[src/rtl/pcg_pkg.sv]
package pcg_pkg;

    localparam int APB_AW = 12;

    typedef enum logic [1:0] {
        ST_IDLE,
        ST_FWD,
        ST_GATED,
        ST_REG
    } bus_state_e;

    typedef enum logic [1:0] {
        OP_LOAD,
        OP_SET,
        OP_CLR,
        OP_NONE
    } gate_op_e;

    localparam logic [1:0] POL_ZERO  = 2'b00;
    localparam logic [1:0] POL_STALE = 2'b01;
    localparam logic [1:0] POL_ERROR = 2'b10;

endpackage

[src/rtl/pcg_gate_bank.sv]
module pcg_gate_bank
    import pcg_pkg::*;
#(
    parameter int N           = 8,
    parameter int SYNC_STAGES = 2
) (
    input  logic         clk,
    input  logic         rst_n,
    input  logic         wr_en,
    input  gate_op_e     wr_op,
    input  logic [N-1:0] wr_bits,
    output logic [N-1:0] en_q,
    output logic [N-1:0] clk_en,
    output logic         pending
);

    logic [N-1:0] en_d;
    logic [N-1:0] stage_diff;

    always_comb begin
        unique case (wr_op)
            OP_LOAD: en_d = wr_bits;
            OP_SET:  en_d = en_q | wr_bits;
            OP_CLR:  en_d = en_q & ~wr_bits;
            default: en_d = en_q;
        endcase
    end

    always_ff @(posedge clk or negedge rst_n) begin
        if (!rst_n) begin
            en_q <= '0;
        end else if (wr_en) begin
            en_q <= en_d;
        end
    end

    // One synchronising chain per enable bit; the last stage is the strobe.
    for (genvar g = 0; g < N; g++) begin : g_chain
        logic [SYNC_STAGES-1:0] pipe;

        always_ff @(posedge clk or negedge rst_n) begin
            if (!rst_n) begin
                pipe <= '0;
            end else begin
                pipe[0] <= en_q[g];
                for (int s = 1; s < SYNC_STAGES; s++) begin
                    pipe[s] <= pipe[s-1];
                end
            end
        end

        assign clk_en[g]     = pipe[SYNC_STAGES-1];
        assign stage_diff[g] = (pipe != {SYNC_STAGES{en_q[g]}});
    end

    assign pending = |stage_diff;

    // reset leaves every strobe and register bit clear
    p_reset_gated_r1: assert property (@(posedge clk)
        !rst_n |=> (clk_en == '0 && en_q == '0));

    // a real enable change is always in flight on the next cycle
    p_change_pending_r9: assert property (@(posedge clk) disable iff (!rst_n)
        (wr_en && en_d != en_q) |=> pending);

    // with nothing in flight and no write, the strobes hold
    p_settled_stable_r9: assert property (@(posedge clk) disable iff (!rst_n)
        (!wr_en && !pending) |=> ($stable(clk_en) && !pending));

endmodule

[src/rtl/pcg_stale_store.sv]
module pcg_stale_store #(
    parameter int N     = 8,
    parameter int DW    = 32,
    parameter int IDX_W = 3
) (
    input  logic             clk,
    input  logic             rst_n,
    input  logic             cap_en,
    input  logic [IDX_W-1:0] cap_idx,
    input  logic [DW-1:0]    cap_data,
    input  logic [IDX_W-1:0] rd_idx,
    output logic [DW-1:0]    rd_data
);

    logic [DW-1:0] slot [N];

    always_ff @(posedge clk or negedge rst_n) begin
        if (!rst_n) begin
            for (int i = 0; i < N; i++) begin
                slot[i] <= '0;
            end
        end else if (cap_en && int'(cap_idx) < N) begin
            slot[cap_idx] <= cap_data;
        end
    end

    assign rd_data = (int'(rd_idx) < N) ? slot[rd_idx] : '0;

endmodule

[src/rtl/pcg_bus_fsm.sv]
module pcg_bus_fsm
    import pcg_pkg::*;
#(
    parameter int         N      = 8,
    parameter int         DW     = 32,
    parameter logic [1:0] POLICY = POL_ZERO
) (
    input  logic              clk,
    input  logic              rst_n,
    input  logic              s_psel,
    input  logic              s_penable,
    input  logic              s_pwrite,
    input  logic [APB_AW-1:0] s_paddr,
    input  logic [DW-1:0]     s_pwdata,
    output logic [DW-1:0]     s_prdata,
    output logic              s_pready,
    output logic              s_pslverr,
    output logic [N-1:0]      m_psel,
    output logic [N-1:0]      m_penable,
    input  logic [N*DW-1:0]   m_prdata,
    input  logic [N-1:0]      m_pready,
    input  logic [N-1:0]      m_pslverr,
    input  logic [N-1:0]      clk_en,
    input  logic [N-1:0]      en_q,
    input  logic              pending,
    output logic              gate_wr,
    output gate_op_e          gate_op,
    output logic [N-1:0]      gate_bits,
    output logic              stale_cap,
    output logic [2:0]        stale_idx,
    input  logic [DW-1:0]     stale_rdata
);

    localparam int MAXP    = 8;
    localparam int REG_SEL = 11;

    bus_state_e state_q, state_d;
    logic [2:0] idx_q;
    logic       write_q;
    logic [1:0] view_q;

    logic            setup;
    logic            is_reg;
    logic [2:0]      dec_idx;
    logic            dec_live;
    logic [MAXP-1:0] clk_en_pad, pready_pad, pslverr_pad, psel_pad, penable_pad;
    logic [DW-1:0]   fwd_data;
    logic            unused_bits;

    assign unused_bits = ^{s_paddr[7:4], s_paddr[1:0], s_pwdata[DW-1:N]};

    always_comb begin
        clk_en_pad           = '0;
        clk_en_pad[N-1:0]    = clk_en;
        pready_pad           = '0;
        pready_pad[N-1:0]    = m_pready;
        pslverr_pad          = '0;
        pslverr_pad[N-1:0]   = m_pslverr;
    end

    assign setup    = s_psel && !s_penable;
    assign is_reg   = s_paddr[REG_SEL];
    assign dec_idx  = s_paddr[10:8];
    assign dec_live = (int'(dec_idx) < N) && clk_en_pad[dec_idx];
    assign fwd_data = (int'(idx_q) < N) ? m_prdata[int'(idx_q)*DW +: DW] : '0;

    // Next-state logic
    always_comb begin
        state_d = state_q;
        unique case (state_q)
            ST_IDLE: begin
                if (setup) begin
                    if (is_reg)        state_d = ST_REG;
                    else if (dec_live) state_d = ST_FWD;
                    else               state_d = ST_GATED;
                end
            end
            ST_FWD: begin
                if (s_penable && pready_pad[idx_q]) state_d = ST_IDLE;
            end
            ST_GATED: begin
                if (s_penable) state_d = ST_IDLE;
            end
            ST_REG: begin
                if (s_penable && (write_q || !pending)) state_d = ST_IDLE;
            end
        endcase
    end

    // State register and transfer context captured in the setup phase
    always_ff @(posedge clk or negedge rst_n) begin
        if (!rst_n) begin
            state_q <= ST_IDLE;
            idx_q   <= '0;
            write_q <= 1'b0;
            view_q  <= '0;
        end else begin
            state_q <= state_d;
            if (state_q == ST_IDLE && setup) begin
                idx_q   <= dec_idx;
                write_q <= s_pwrite;
                view_q  <= s_paddr[3:2];
            end
        end
    end

    // Outputs
    always_comb begin
        psel_pad    = '0;
        penable_pad = '0;
        s_pready    = 1'b0;
        s_pslverr   = 1'b0;
        s_prdata    = '0;
        gate_wr     = 1'b0;
        stale_cap   = 1'b0;
        unique case (view_q)
            2'd0:    gate_op = OP_LOAD;
            2'd1:    gate_op = OP_SET;
            2'd2:    gate_op = OP_CLR;
            default: gate_op = OP_NONE;
        endcase
        unique case (state_q)
            ST_IDLE: begin
                if (setup && !is_reg && dec_live) psel_pad[dec_idx] = 1'b1;
            end
            ST_FWD: begin
                psel_pad[idx_q]    = 1'b1;
                penable_pad[idx_q] = s_penable;
                s_pready           = pready_pad[idx_q];
                s_pslverr          = pslverr_pad[idx_q];
                s_prdata           = write_q ? '0 : fwd_data;
                stale_cap          = s_penable && pready_pad[idx_q] && !write_q;
            end
            ST_GATED: begin
                s_pready  = 1'b1;
                s_pslverr = (POLICY == POL_ERROR);
                s_prdata  = (!write_q && POLICY == POL_STALE) ? stale_rdata : '0;
            end
            ST_REG: begin
                s_pready = write_q || !pending;
                s_prdata = (!write_q && view_q != 2'd3) ? {{(DW-N){1'b0}}, en_q} : '0;
                gate_wr  = s_penable && write_q && view_q != 2'd3;
            end
        endcase
    end

    assign m_psel    = psel_pad[N-1:0];
    assign m_penable = penable_pad[N-1:0];
    assign gate_bits = s_pwdata[N-1:0];
    assign stale_idx = idx_q;

    // an unclocked peripheral never sees select or enable
    p_gated_quiet_r7: assert property (@(posedge clk) disable iff (!rst_n)
        ((m_psel | m_penable) & ~clk_en) == '0);

    // at most one peripheral is addressed at a time
    p_one_target_r10: assert property (@(posedge clk) disable iff (!rst_n)
        $onehot0(m_psel));

    // a stalled forwarded access keeps its target selected
    p_fwd_hold_r10: assert property (@(posedge clk) disable iff (!rst_n)
        (state_q == ST_FWD && s_penable && !s_pready) |=> $stable(m_psel));

    // a completing read-back sees strobes equal to the register
    p_barrier_r6: assert property (@(posedge clk) disable iff (!rst_n)
        (state_q == ST_REG && !write_q && s_penable && s_pready) |-> (clk_en == en_q));

    // quiet policies never raise an error on a gated access
    p_quiet_gated_r2: assert property (@(posedge clk) disable iff (!rst_n)
        (POLICY != POL_ERROR && state_q == ST_GATED) |-> !s_pslverr);

    // the strict policy answers a gated access at once with an error
    p_strict_err_r5: assert property (@(posedge clk) disable iff (!rst_n)
        (POLICY == POL_ERROR && state_q == ST_GATED && s_penable) |-> (s_pready && s_pslverr && m_psel == '0));

endmodule

[src/rtl/periph_clk_gate.sv]
module periph_clk_gate
    import pcg_pkg::*;
#(
    parameter int         NUM_PERIPH  = 8,
    parameter int         DATA_W      = 32,
    parameter int         SYNC_STAGES = 2,
    parameter logic [1:0] POLICY      = POL_ZERO
) (
    input  logic                         clk,
    input  logic                         rst_n,
    input  logic                         s_psel,
    input  logic                         s_penable,
    input  logic                         s_pwrite,
    input  logic [11:0]                  s_paddr,
    input  logic [DATA_W-1:0]            s_pwdata,
    output logic [DATA_W-1:0]            s_prdata,
    output logic                         s_pready,
    output logic                         s_pslverr,
    output logic [NUM_PERIPH-1:0]        m_psel,
    output logic [NUM_PERIPH-1:0]        m_penable,
    input  logic [NUM_PERIPH*DATA_W-1:0] m_prdata,
    input  logic [NUM_PERIPH-1:0]        m_pready,
    input  logic [NUM_PERIPH-1:0]        m_pslverr,
    output logic [NUM_PERIPH-1:0]        clk_en
);

    localparam int IDX_W = 3;

    logic [NUM_PERIPH-1:0] en_q;
    logic [NUM_PERIPH-1:0] gate_bits;
    logic                  pending;
    logic                  gate_wr;
    gate_op_e              gate_op;
    logic                  stale_cap;
    logic [IDX_W-1:0]      stale_idx;
    logic [DATA_W-1:0]     stale_rdata;

    pcg_gate_bank #(
        .N           (NUM_PERIPH),
        .SYNC_STAGES (SYNC_STAGES)
    ) u_gates (
        .clk     (clk),
        .rst_n   (rst_n),
        .wr_en   (gate_wr),
        .wr_op   (gate_op),
        .wr_bits (gate_bits),
        .en_q    (en_q),
        .clk_en  (clk_en),
        .pending (pending)
    );

    if (POLICY == POL_STALE) begin : g_stale
        pcg_stale_store #(
            .N     (NUM_PERIPH),
            .DW    (DATA_W),
            .IDX_W (IDX_W)
        ) u_stale (
            .clk      (clk),
            .rst_n    (rst_n),
            .cap_en   (stale_cap),
            .cap_idx  (stale_idx),
            .cap_data (s_prdata),
            .rd_idx   (stale_idx),
            .rd_data  (stale_rdata)
        );
    end else begin : g_no_stale
        assign stale_rdata = '0;
    end

    pcg_bus_fsm #(
        .N      (NUM_PERIPH),
        .DW     (DATA_W),
        .POLICY (POLICY)
    ) u_fsm (
        .clk         (clk),
        .rst_n       (rst_n),
        .s_psel      (s_psel),
        .s_penable   (s_penable),
        .s_pwrite    (s_pwrite),
        .s_paddr     (s_paddr),
        .s_pwdata    (s_pwdata),
        .s_prdata    (s_prdata),
        .s_pready    (s_pready),
        .s_pslverr   (s_pslverr),
        .m_psel      (m_psel),
        .m_penable   (m_penable),
        .m_prdata    (m_prdata),
        .m_pready    (m_pready),
        .m_pslverr   (m_pslverr),
        .clk_en      (clk_en),
        .en_q        (en_q),
        .pending     (pending),
        .gate_wr     (gate_wr),
        .gate_op     (gate_op),
        .gate_bits   (gate_bits),
        .stale_cap   (stale_cap),
        .stale_idx   (stale_idx),
        .stale_rdata (stale_rdata)
    );

endmodule

[config.mk]
export PLATFORM = sky130hd
export DESIGN_NAME = periph_clk_gate
export DESIGN_NICKNAME = d
export VERILOG_FILES = /design/src/rtl/pcg_pkg.sv /design/src/rtl/pcg_gate_bank.sv /design/src/rtl/pcg_stale_store.sv /design/src/rtl/pcg_bus_fsm.sv /design/src/rtl/periph_clk_gate.sv
export SDC_FILE = /design/constraint.sdc
export NUM_CORES = 1
export LEC_CHECK = 0
export ABC_AREA = 1
export BUFFER_PORTS_ARGS = -buffer_cell sky130_fd_sc_hd__buf_2
export CAP_MARGIN = 20
export CORE_AREA = 2 2 148 150
export CTS_BUF_LIST = sky130_fd_sc_hd__clkbuf_8
export DETAILED_ROUTE_END_ITERATION = 12
export DIE_AREA = 0 0 150 152
export PLACE_DENSITY = 0.61
export SYNTH_ARGS = -nofsm -noshare
export SYNTH_HDL_FRONTEND = slang
export SYNTH_HIERARCHICAL = 1
export SYNTH_SLANG_ARGS = --single-unit
[constraint.sdc]
create_clock -name clk -period 1.6 [get_ports clk]
set_input_delay 0.4 -clock clk [delete_from_list [all_inputs] [get_ports clk]]
set_output_delay 0.4 -clock clk [all_outputs]
set_load 0.005 [all_outputs]
After elaboration in Yosys (flattened, before gate mapping)
Index checks and enable logic that the tools add are counted.
Word-level totals
  register bits: 32
  bits in latches: 0
  memory bits (writable): 0
  bits in read-only memories: 0
  input port bits: 321
  word-level logic and storage cells: 93
  memories kept: 0
Operators by class
  add/subtract/negate cells: 0
  multipliers: 0
  divide/modulo/power cells: 0
  magnitude comparators: 4
  equal/unequal tests: 20
  shifts and indexed selects: 1
  multiplexer cells: 28
  bitwise logic cells: 4
  reduce and logical (&&, ||, !) cells: 23
Operators by type and width (number)
  indexed part select 256 x 9 -> 32 bit: 1
  one-hot mux 32 bit (2 select lines): 1
  2-to-1 mux 32 bit: 1
  2-to-1 mux 8 bit: 3
  one-hot mux 8 bit (3 select lines): 1
  bitwise AND 8 bit: 2
  != test 2 bit: 8
  one-hot mux 8 bit (2 select lines): 1
  2-to-1 mux 2 bit: 6
  logical AND 1 bit: 11
  binary-select mux 1 bit (select 3 bit): 3
  equality test 2 bit (second input constant): 4
  < comparator 3 x 4 -> 1 bit (second input constant): 2
  NOT 8 bit: 1
  OR 8 bit: 1
  one-hot mux 2 bit (4 select lines): 1
  OR reduction 8 bit: 1
  2-to-1 mux 1 bit: 7
  demux 1 bit (select 3 bit): 2
  equality test 2 x 1 -> 1 bit (second input constant): 3
  greater-or-equal comparator 3 x 1 -> 1 bit (second input constant): 2
  zero test 2 bit: 3
  != test 2 x 1 -> 1 bit (second input constant): 3
  one-hot mux 2 bit (3 select lines): 1
  7 further kinds: 11

Logic depth before layout (Yosys ltp)
  word-level depth: 7
  gate-level depth with buffers: 11

Cells and area by module
Netlist, hierarchy kept.
By module, submodules not included
  pcg_bus_fsm: instances 1, cells each 654, area each 3393.3 um^2
  pcg_gate_bank: instances 1, cells each 126, area each 1158.6 um^2
  periph_clk_gate: instances 1, cells each 1, area each 3.8 um^2

Least setup slack after synthesis
No wires, ideal clock.
  path kind: register to output
  start: register u_fsm.idx_q[1] (netlist: u_fsm/stale_idx[1])
  end: output s_prdata[0]
  arrival: 1300 ps
  required time: 1200 ps
  slack: -100 ps
  cell stages (with the launch flop): 8
  path buffers: 2
  path through: dfrtp_1 > buf_4 > nor2_4 > buf_1 > nand3_1 > nand2_1 > nor2_1 > o22ai_1
Between the ends
  cells in the longest elaborated chain, start to end: 3
RTL lines
  from (decl): line pcg_bus_fsm.sv:38  | logic [2:0] idx_q;
  from (signal assigned): line pcg_bus_fsm.sv:100  | idx_q <= dec_idx;
  indexed part select 256 x 9 -> 32 bit: line pcg_bus_fsm.sv:65  | assign fwd_data = (int'(idx_q) < N) ? m_prdata[int'(idx_q)*DW +: DW] : '0;
  2-to-1 mux 32 bit: line pcg_bus_fsm.sv:131  | s_prdata = write_q ? '0 : fwd_data;
  one-hot mux 32 bit (2 select lines): line pcg_bus_fsm.sv:122  | unique case (state_q)
  to (decl): line periph_clk_gate.sv:16  | output logic [DATA_W-1:0] s_prdata,
Every way passes these cells.

Worst setup path after layout
  start: register u_fsm.idx_q[1] (netlist: u_fsm/stale_idx[1])
  end: output s_prdata[2]
The elaborated chain is that of the path after synthesis.

==> implementation parameters <==
Parameter                              Value

Run status
  Result of the run    complete, but fails checks
  Failing checks    setup timing

Placement
  Global placement routability congestion    ~0.96
  HPWL after detailed placement    19600 um
  Count of input and output buffers    348
  Post-detailed-placement cell area    0.00720 mm^2

Worst setup path
  CP Max Fanout    5
  Slowest Stage Delay on Critical Path    0.38 ns
  Sort of element at the start of the critical path    register
  Critical path's slowest cell    sky130_fd_sc_hd__dfrtp_1
  Buf/Inv on CP    4
  Arr. time, crit path    1.91 ns
  Worst Setup End Kind    output pin
  Cell class contributing the biggest share of worst-path delay    buffers and inverters
  Worst Path Class, Setup    register to output pin
  Worst EP required    ~1.2 ns
  CP Cell Sequence    buf_6 > nand2_4 > bufbuf_16 > buf_4 > nor2_2 > o21ai_1 > o21ai_1 > nor2_2 > o22ai_1 > buf_2

Clock tree
  Number of sinks on the clock net    32
  Number of buffers inserted by hold repair at cts    0
  Clock-pin slew on the worst setup and hold paths    0.08 ns
  Root buf cell    sky130_fd_sc_hd__clkbuf_8
  CTS Buf Count    5
  Largest buffer count on any clock path    2
  # H-tree levels    2
  CTS tree    yes
  Worst-skew pair later-pin latency    about 0.29 ns

Power
  Power Density    1730 mW/mm^2
  Design internal power    7.65 mW
  Maximum VDD drop    0.000784 V
  Total power    14.4 mW
  Part of the power in registers    11.8%
  Static leakage power    4.23 nW
  Clock power frac    5.7%
  Switching Share    46.8%
  Combinational Power Share    82.4%
  Switching pwr    6.72 mW

Synthesis
  Syn nets    1103
  Total standard cell area after synthesis    0.00455 mm^2
  Cell count after synthesis    approximately 780
  Average size of a mapped cell    between 5 and 6 um^2
  Count of yosys warnings during synthesis    6

Global route
  Global routing met1 resource utilization    24.4%
  Global-route congestion overflow total    0
  Antenna violations before repair    11
  Largest net degree at the start of global routing    29
  Global routing usage summed across all routing layers    20.2%
  Via count of the first global-routing pass    6627
  Global-route wire length before repair    approximately 36000 um
  Layer with the highest usage after global routing    met2
  Met2 routing resource usage after global routing    34.7%
  Routing usage on met3    4.02%

Drt
  First-pass iteration count of the detailed router    5
  1st-iter DRT viols    308
  Post-route DRC    0
  Routed via count    6939
  Number of nets still failing antenna checks after routing    0
  Wire per inst    about 17 um
  Final WL    about 25000 um
  Number of vias per cell after detailed routing    between 4 and 5

STA
  Number of failing hold endpoints at the final stage    0
  Ratio of final minimum period to clock period    144%
  Post-layout worst setup margin    -0.708 ns
  Setup repair after global routing missed its margin    yes
  Final clock skew    0.0121 ns
  Max Fclk    433 MHz
  Worst slew margin relative to its limit    66.2%
  Slew @ Worst Pin    0.506 ns
  Total setup violations reported at the end of the flow    51
  Final worst path period need    2.31 ns
  Final slew viol count    0

Cells and area
  Layout overhead on the synthesized area    82.3%
  Number of nets in the final layout    around 1.5k
  Layout cells sized above 1    50.7%
  Core occupancy in the finished layout    38.8%
  Final Cell Area    0.00829 mm^2

Flow run
  Max-cap violation count    0

Floorplanning
  Number of placement rows    54
  Die X    150 um
  Starting Density    21.3%
  Vertical extent of the die    152 um
  Core box area    around 0.021 mm^2
  Full die area    0.0228 mm^2
  Number of top-level design ports    roughly 380

Min path
  Worst hold-check path type    input port to async pin
repair_timing:
action	4_1_cts	5_1_grt
endpoints found under the hold margin	0	0
endpoints found under the setup margin	51	51
setup buffers	15	12
gates resized for setup	111	87
gates cloned	7	3
pin swaps	18	44
layout make-up:
type	instances	area (um^2)
Clock buffer	5	68.8
Inverter	78	305
Clock inverter	3	46.3
Sequential cell	32	810
Tap cell	280	350
Multi-Input combinational cell	598	3390
Timing Repair Buffer	482	3300
Antenna cell	7	17.5
Fill cell	2303	13100
layer usage:
metal | wire length (um) | up-vias | share of wire [%]
li1 | - | 3431 | -
met4 | 703 | 4 | 2.8
met5 | 23 | - | 0.092
met2 | 12100 | 300 | 49
met1 | 10300 | 3154 | 41
met3 | 1830 | 50 | 7.3
stage by stage:
stage	worst slack, ns	instances	TNS, ns	hold slack, ns
floorplan	-0.0246	779	-0.161	0.104
global placement	-0.422	1437	-14.36	0.351
detailed placement	-0.441	1437	-14.80	0.350
CTS	-0.706	1466	-29.25	0.0346
global route	-0.795	1483	-34.98	0.0466
finish	-0.708	1485	-29.86	0.0221
worst register-to-register path, cell delays in order, from the launching register on:
cell and delay [ns]:
sky130_fd_sc_hd__dfrtp_4 0.55, sky130_fd_sc_hd__buf_12 0.17, sky130_fd_sc_hd__buf_12 0.14, sky130_fd_sc_hd__clkbuf_16 0.17, sky130_fd_sc_hd__nand2_2 0.06, sky130_fd_sc_hd__nand3_1 0.08
sky130_fd_sc_hd__nand2_2 0.10, sky130_fd_sc_hd__buf_4 0.11, sky130_fd_sc_hd__o21ai_1 0.04, sky130_fd_sc_hd__nand2_1 0.06, sky130_fd_sc_hd__nand3_1 0.07
registers in the layout (all words and copies together), names as in the netlist:
name                  count
u_gates/g_chain.pipe     16
u_fsm/view_q              2
u_fsm/state_q             2
u_gates/en_q              8
u_fsm/stale_idx           3
u_fsm/write_q             1
layout by cell type (no fill, tap or decap), types with 20 or more instances in the layout:
master and n:
sky130_fd_sc_hd__nor2_1 114, sky130_fd_sc_hd__o21a_1 50, sky130_fd_sc_hd__nand2_1 85, sky130_fd_sc_hd__o21ai_0 60, sky130_fd_sc_hd__nand3_1 22, sky130_fd_sc_hd__buf_2 344
sky130_fd_sc_hd__buf_4 87, sky130_fd_sc_hd__dfrtp_1 27, sky130_fd_sc_hd__buf_12 20, sky130_fd_sc_hd__inv_1 73, sky130_fd_sc_hd__o21ai_1 102
power groups by stage:
stage	Clock, mW	Sequential [mW]	Combinational [mW]
after CTS	0.851	1.70	11.0
after floorplan	0	1.50	5.74
final	0.823	1.70	11.8
after global placement	0	1.68	9.23
after global routing	0.884	1.78	12.8
after detailed placement	0	1.70	9.28
final timing paths:
| check | cells past startpoint | slack (ns) | to | from |
|---|---|---|---|---|
| worst max-delay path | 10 | -0.71 | s_prdata[2] | u_fsm/stale_idx[1] |
| worst min-delay path | 1 | 0.02 | u_fsm/state_q[1] | rst_n |
| worst max register to register | 10 | -0.07 | u_fsm/state_q[0] | u_fsm/stale_idx[0] |
| worst min register to register | 0 | 0.40 | u_gates/g_chain[5].pipe[1] | u_gates/g_chain[5].pipe[0] |
| max in group asynchronous | 2 | 1.08 | u_gates/g_chain[4].pipe[1] | rst_n |
| min in group clk | 3 | 0.31 | u_fsm/view_q[0] | s_paddr[2] |
(Power assumes the default switching activity.)
